## src/rtl/load_cycle_seq_pkg.sv

```systemverilog
package load_cycle_seq_pkg;

  typedef enum logic [3:0] {
    ST_IDLE   = 4'd0,
    ST_PRE    = 4'd1,
    ST_DACC   = 4'd2,
    ST_FCH_N  = 4'd3,
    ST_STALL  = 4'd4,
    ST_FCH_RE = 4'd5,
    ST_PC_I   = 4'd6,
    ST_TGT_N  = 4'd7,
    ST_TGT_S1 = 4'd8,
    ST_TGT_S2 = 4'd9
  } step_e;

  localparam int NUM_STEPS = 10;
  localparam int STEP_W    = 4;

  typedef enum logic [1:0] {
    SEL_DATA   = 2'b00,
    SEL_FETCH  = 2'b01,
    SEL_TARGET = 2'b10
  } addr_sel_e;

  typedef enum logic [1:0] {
    TR_INT  = 2'b00,
    TR_NSEQ = 2'b10,
    TR_SEQ  = 2'b11
  } trans_e;

  typedef struct packed {
    logic scaled;
    logic pc_dest;
    logic ilk;
  } ld_cfg_t;

endpackage

```

## src/rtl/lcs_rst_sync.sv

```systemverilog
module lcs_rst_sync #(
  parameter int STAGES = 2
) (
  input  logic clk,
  input  logic rst_n,
  output logic rst_n_sync
);
  logic [STAGES-1:0] sync_q;

  always_ff @(posedge clk or negedge rst_n) begin
    if (!rst_n) sync_q <= '0;
    else        sync_q <= {sync_q[STAGES-2:0], 1'b1};
  end

  assign rst_n_sync = sync_q[STAGES-1];
endmodule

```

## src/rtl/lcs_step_next.sv

```systemverilog
module lcs_step_next
  import load_cycle_seq_pkg::*;
(
  input  step_e   cur,
  input  logic    start,
  input  ld_cfg_t cfg_live,
  input  ld_cfg_t cfg_held,
  output step_e   nxt,
  output logic    accept
);
  always_comb begin
    accept = 1'b0;
    nxt    = cur;
    unique case (cur)
      ST_IDLE: begin
        if (start) begin
          accept = 1'b1;
          nxt    = cfg_live.scaled ? ST_PRE : ST_DACC;
        end
      end
      ST_PRE:    nxt = ST_DACC;
      ST_DACC: begin
        if (cfg_held.pc_dest)  nxt = ST_PC_I;
        else if (cfg_held.ilk) nxt = ST_STALL;
        else                   nxt = ST_FCH_N;
      end
      ST_FCH_N:  nxt = ST_IDLE;
      ST_STALL:  nxt = ST_FCH_RE;
      ST_FCH_RE: nxt = ST_IDLE;
      ST_PC_I:   nxt = ST_TGT_N;
      ST_TGT_N:  nxt = ST_TGT_S1;
      ST_TGT_S1: nxt = ST_TGT_S2;
      ST_TGT_S2: nxt = ST_IDLE;
      default:   nxt = ST_IDLE;
    endcase
  end
endmodule

```

## src/rtl/lcs_state_reg.sv

```systemverilog
module lcs_state_reg
  import load_cycle_seq_pkg::*;
#(
  parameter bit ONE_HOT = 1'b1
) (
  input  logic  clk,
  input  logic  rst_n,
  input  logic  en,
  input  step_e nxt,
  output step_e cur
);
  generate
    if (ONE_HOT) begin : g_onehot
      logic [NUM_STEPS-1:0] oh_q;
      logic [NUM_STEPS-1:0] oh_d;

      always_comb begin
        oh_d = '0;
        oh_d[int'(nxt)] = 1'b1;
      end

      always_ff @(posedge clk or negedge rst_n) begin
        if (!rst_n)  oh_q <= NUM_STEPS'(1);
        else if (en) oh_q <= oh_d;
      end

      always_comb begin
        cur = ST_IDLE;
        for (int i = 0; i < NUM_STEPS; i++) begin
          if (oh_q[i]) cur = step_e'(STEP_W'(i));
        end
      end
    end else begin : g_binary
      step_e bin_q;

      always_ff @(posedge clk or negedge rst_n) begin
        if (!rst_n)  bin_q <= ST_IDLE;
        else if (en) bin_q <= nxt;
      end

      assign cur = bin_q;
    end
  endgenerate
endmodule

```

## src/rtl/lcs_out_decode.sv

```systemverilog
module lcs_out_decode
  import load_cycle_seq_pkg::*;
(
  input  step_e     cur,
  output addr_sel_e sel,
  output trans_e    trans,
  output logic      capture,
  output logic      done,
  output logic      busy
);
  always_comb begin
    sel     = SEL_FETCH;
    trans   = TR_INT;
    capture = 1'b0;
    done    = 1'b0;
    busy    = (cur != ST_IDLE);
    unique case (cur)
      ST_IDLE:   ;
      ST_PRE:    ;
      ST_DACC: begin
        sel   = SEL_DATA;
        trans = TR_NSEQ;
      end
      ST_FCH_N: begin
        trans   = TR_NSEQ;
        capture = 1'b1;
        done    = 1'b1;
      end
      ST_STALL:  capture = 1'b1;
      ST_FCH_RE: begin
        trans = TR_NSEQ;
        done  = 1'b1;
      end
      ST_PC_I:   capture = 1'b1;
      ST_TGT_N: begin
        sel   = SEL_TARGET;
        trans = TR_NSEQ;
      end
      ST_TGT_S1: begin
        sel   = SEL_TARGET;
        trans = TR_SEQ;
      end
      ST_TGT_S2: begin
        sel   = SEL_TARGET;
        trans = TR_SEQ;
        done  = 1'b1;
      end
      default: ;
    endcase
  end
endmodule

```

## src/rtl/load_cycle_seq.sv

```systemverilog
module load_cycle_seq
  import load_cycle_seq_pkg::*;
#(
  parameter bit ONE_HOT_STATE   = 1'b1,
  parameter int RST_SYNC_STAGES = 2
) (
  input  logic       clk,
  input  logic       rst_n,
  input  logic       start_i,
  input  logic       scaled_i,
  input  logic       pc_dest_i,
  input  logic       interlock_i,
  output logic [1:0] addr_sel_o,
  output logic [1:0] trans_o,
  output logic       capture_o,
  output logic       done_o
);
  logic      rst_n_int;
  step_e     cur, nxt;
  logic      accept, busy, step_en;
  ld_cfg_t   cfg_live, cfg_q;
  addr_sel_e sel;
  trans_e    trans;

  lcs_rst_sync #(.STAGES(RST_SYNC_STAGES)) u_rst (
    .clk        (clk),
    .rst_n      (rst_n),
    .rst_n_sync (rst_n_int)
  );

  assign cfg_live = '{scaled: scaled_i, pc_dest: pc_dest_i, ilk: interlock_i};

  lcs_step_next u_next (
    .cur      (cur),
    .start    (start_i),
    .cfg_live (cfg_live),
    .cfg_held (cfg_q),
    .nxt      (nxt),
    .accept   (accept)
  );

  assign step_en = busy | accept;

  lcs_state_reg #(.ONE_HOT(ONE_HOT_STATE)) u_state (
    .clk   (clk),
    .rst_n (rst_n_int),
    .en    (step_en),
    .nxt   (nxt),
    .cur   (cur)
  );

  always_ff @(posedge clk or negedge rst_n_int) begin
    if (!rst_n_int)  cfg_q <= '0;
    else if (accept) cfg_q <= cfg_live;
  end

  lcs_out_decode u_dec (
    .cur     (cur),
    .sel     (sel),
    .trans   (trans),
    .capture (capture_o),
    .done    (done_o),
    .busy    (busy)
  );

  assign addr_sel_o = sel;
  assign trans_o    = trans;
endmodule

```

## config.mk

```make
export PLATFORM = sky130hd
export DESIGN_NAME = load_cycle_seq
export DESIGN_NICKNAME = d
export VERILOG_FILES = /design/src/rtl/load_cycle_seq_pkg.sv /design/src/rtl/lcs_rst_sync.sv /design/src/rtl/lcs_step_next.sv /design/src/rtl/lcs_state_reg.sv /design/src/rtl/lcs_out_decode.sv /design/src/rtl/load_cycle_seq.sv
export SDC_FILE = /design/constraint.sdc
export NUM_CORES = 1
export LEC_CHECK = 0
export BUFFER_PORTS_ARGS = -buffer_cell sky130_fd_sc_hd__buf_2
export CAP_MARGIN = 20
export CELL_PAD_IN_SITES_DETAIL_PLACEMENT = 1
export CELL_PAD_IN_SITES_GLOBAL_PLACEMENT = 1
export CORE_MARGIN = 2
export CORE_UTILIZATION = 42
export DETAILED_ROUTE_END_ITERATION = 7
export PLACE_DENSITY = 0.8
export RECOVER_POWER = 25
export SETUP_SLACK_MARGIN = 0.02
export SYNTH_ARGS = -nofsm -noshare
export SYNTH_HDL_FRONTEND = slang
export SYNTH_SLANG_ARGS = --single-unit
```

## constraint.sdc

```tcl
create_clock -name clk -period 1.9 [get_ports clk]
set_input_delay 0.285 -clock clk [delete_from_list [all_inputs] [get_ports clk]]
set_output_delay 0.285 -clock clk [all_outputs]
set_load 0.03 [all_outputs]
```

==> out/summary.txt <==
Status = complete, no violations
Grt ovf = 0
Maximum fanout along the worst path = 6
TritonRoute pass-1 iters = 4
RSZ-0062 raised after global routing = false
Number of nets in the final layout = 76
Final worst hold slack = 175.6 ps
Cell variety after synth = 26
Routed wire length per instance = 13.85 µm
Final-report max-slew violation count = 0
Starting density of the core = 45.10%
Iteration-0 DRC count of the detailed router = 5
Synthesized net count = 58
Clock tree from TritonCTS = yes
Average cell area after synthesis = 11.28 µm²
Ant. Diodes = 0
Multi-input gate area = 266.5 µm²
Die outline area = 1712 µm²
Maximum number of pins on one net before global-route repair = 12
Number of clock buffers inserted by TritonCTS = 3
Hold WC Path Type = reg -> async
Number of cells on the worst reg-to-reg path = 6
Area growth from synthesis to layout = 25.16%
H-tree depth = 1
Met2 layer wire length in the routed design = 537 µm
Origin of the critical flop-to-flop path = u_state.g_onehot.oh_q[8]$_DFFE_PN0P_
Kind of end point of the critical path = primary output
Finished Layout Cells = 84
Required arrival time at the worst endpoint = 1620 ps
DR vias/cell = 5.476
Most used cells in the layout excluding fill and tap cells = sky130_fd_sc_hd__dfrtp_1, sky130_fd_sc_hd__buf_2, sky130_fd_sc_hd__nor2_1
Synthesized netlist cell count = 52
Flop2flop setup slack = 230 ps
CP Class = reg -> out
Reg-to-Reg End = cfg_q[0]$_DFFE_PN0P_
Number of core rows = 13
Accumulated negative setup slack = 0 ps
Clock insertion delay at the later pin of the skew report = 270 ps
Standard cell core area = 1301 µm²
Most common library cell in the layout ignoring fill and taps = sky130_fd_sc_hd__dfrtp_1
CTS clk-pin slew, worst paths = 70 ps
Cell at the root of the clock tree = sky130_fd_sc_hd__clkbuf_4
Count of endpoints failing hold in the final timing report = 0
Residual DRC count = 0
CTS max path bufs = 2
Count of placed standard cells including taps = 79
Max-cap viol count = 0
Min Clock Period, post-route = 1803 ps
Max Used Layer = met4
Share of layout cells above drive strength 1 = 37.68%
Routed WL = 1163 µm
Setup violation total in the final timing report = 0
Placer's final routability congestion estimate = 0.7503
Sequential-to-total area share from yosys stat = 55.44%
Yosys synthesis warning count = 0
Initial antenna violation count = 0
First-pass GRT wire length = 1828 µm
Total vias in the final route = 460
Number of antenna-violating nets in the routed design = 0
Final setup skew = 0.5464 ps
Ratio of final minimum period to clock period = 94.89%
Number of port buffers = 11
Number of filler instances in the final layout = 152
Max Freq = 0.5547 GHz
Detailed Place HPWL = 870 µm
Number of global-route vias before repair = 417
Total track usage = 18.03%
Met1 WL = 538 µm
Area of the mapped netlist = 586.8 µm²
Arrival time at the worst endpoint = 1520 ps
Kind of start point of the critical path = flip-flop
Met3 routed wirelength = 49 µm
Total of flip-flops plus latches after synthesis = 13
Post-CTS setup repair buffer count = 0
Die Ht = 41.38 µm
Number of sinks on the clock net = 13
Num ports = 12
Sequential standard cell area = 326.6 µm²
Die width = 41.38 µm
-- state kept, by name, summed over array words and instances, names as in the netlist --
register and count:
u_rst.sync_q 2, u_state.g_onehot.oh_q 9, cfg_q 2
-- through the flow --
step	setup WS, ps	area [µm²]	util, %
final	97.09	734.5	56.44
after detailed placement	211.8	668.1	51.35
after CTS	35.90	719.4	55.29
after global routing	22.34	734.5	56.44
after global placement	169.1	668.1	51.35
after floorplan	203.8	586.8	-
-- logic make-up (layout without fill, tap and decap cells) --
| logic type | after synthesis | in the layout | synth area share (%) |
|---|---|---|---|
| buffers and inverters | 5 | 22 | 3.197 |
| DFF | 13 | 13 | 55.44 |
| AOI/OAI and AO/OA | 12 | 12 | 14.71 |
| muxes | 2 | 2 | 5.117 |
| and+or+nand+nor | 19 | 19 | 20.89 |
| other | 1 | 1 | 0.6390 |
-- cell type report --
cell class                 instances  area share, %
clock buffer                       4          3.578
inverter                           5          2.555
multi-input combinational         34          36.29
sequential                        13          44.46
tap                               15          2.555
timing repair buffer              13          10.56
-- worst max-delay path, stage by stage, from the launching register on --
cell and delay [ps]:
sky130_fd_sc_hd__dfrtp_2 450, sky130_fd_sc_hd__nor4_4 340, sky130_fd_sc_hd__nor3_2 70, sky130_fd_sc_hd__a31o_2 250
sky130_fd_sc_hd__buf_6 130
-- routing by layer --
layer / up-vias / global-route usage [%]
met5: - / 0
met3: 5 / 4.787
li1: 220 / -
met4: 0 / 12.10
met2: 11 / 27.34
met1: 224 / 22.41
-- how the worst max path moves through the flow --
stage | startpoint | endpoint | cells past startpoint
after floorplan | u_state.g_onehot.oh_q[8]$_DFFE_PN0P_ | capture_o | 4
after global placement | u_state.g_onehot.oh_q[3]$_DFFE_PN0P_ | done_o | 4
after detailed placement | u_state.g_onehot.oh_q[3]$_DFFE_PN0P_ | done_o | 4
after CTS | u_state.g_onehot.oh_q[3]$_DFFE_PN0P_ | done_o | 4
after global routing | u_state.g_onehot.oh_q[2]$_DFFE_PN0P_ | addr_sel_o[0] | 5
final | u_state.g_onehot.oh_q[5]$_DFFE_PN0P_ | done_o | 4
-- synthesized netlist by cell type --
cell type                  number  area share [%]
sky130_fd_sc_hd__inv_2          1            0.64
sky130_fd_sc_hd__o211a_1        1             1.7
sky130_fd_sc_hd__nor4b_1        1             1.5
sky130_fd_sc_hd__nor2_4         2             3.8
sky130_fd_sc_hd__a21oi_1        2             1.7
sky130_fd_sc_hd__a211oi_1       1             1.3
sky130_fd_sc_hd__nor2b_1        2             2.1
sky130_fd_sc_hd__nand2_1        1            0.64
sky130_fd_sc_hd__nor2_1         5             3.2
sky130_fd_sc_hd__inv_1          4             2.6
sky130_fd_sc_hd__conb_1         1            0.64
sky130_fd_sc_hd__or2_4          1             1.5
sky130_fd_sc_hd__a221oi_1       1             1.5
sky130_fd_sc_hd__dfrtp_1       13              55
sky130_fd_sc_hd__o21a_1         1             1.3
sky130_fd_sc_hd__o31a_1         1             1.5
sky130_fd_sc_hd__o21ai_0        2             1.7
sky130_fd_sc_hd__nand3b_1       1             1.3
sky130_fd_sc_hd__nor3_1         1            0.85
sky130_fd_sc_hd__nand3_1        1            0.85
sky130_fd_sc_hd__a31o_2         1             1.5
sky130_fd_sc_hd__nor4_1         2             2.1
sky130_fd_sc_hd__o21bai_1       2             2.6
sky130_fd_sc_hd__and4_4         1             1.9
sky130_fd_sc_hd__and2_1         1             1.1
sky130_fd_sc_hd__mux2_4         2             5.1
-- repair_timing --
action / 4_1_cts / 5_1_grt
pin swaps: 0 / 1
endpoints found under the hold margin: 2 / 0
resized for setup: 2 / 6
endpoints found under the setup margin: 1 / 2
hold buffers: 1 / 0
Power is left out: the tool's default activity adds up to more than one toggle a clock period on the data nets, which glitch-free logic cannot reach.
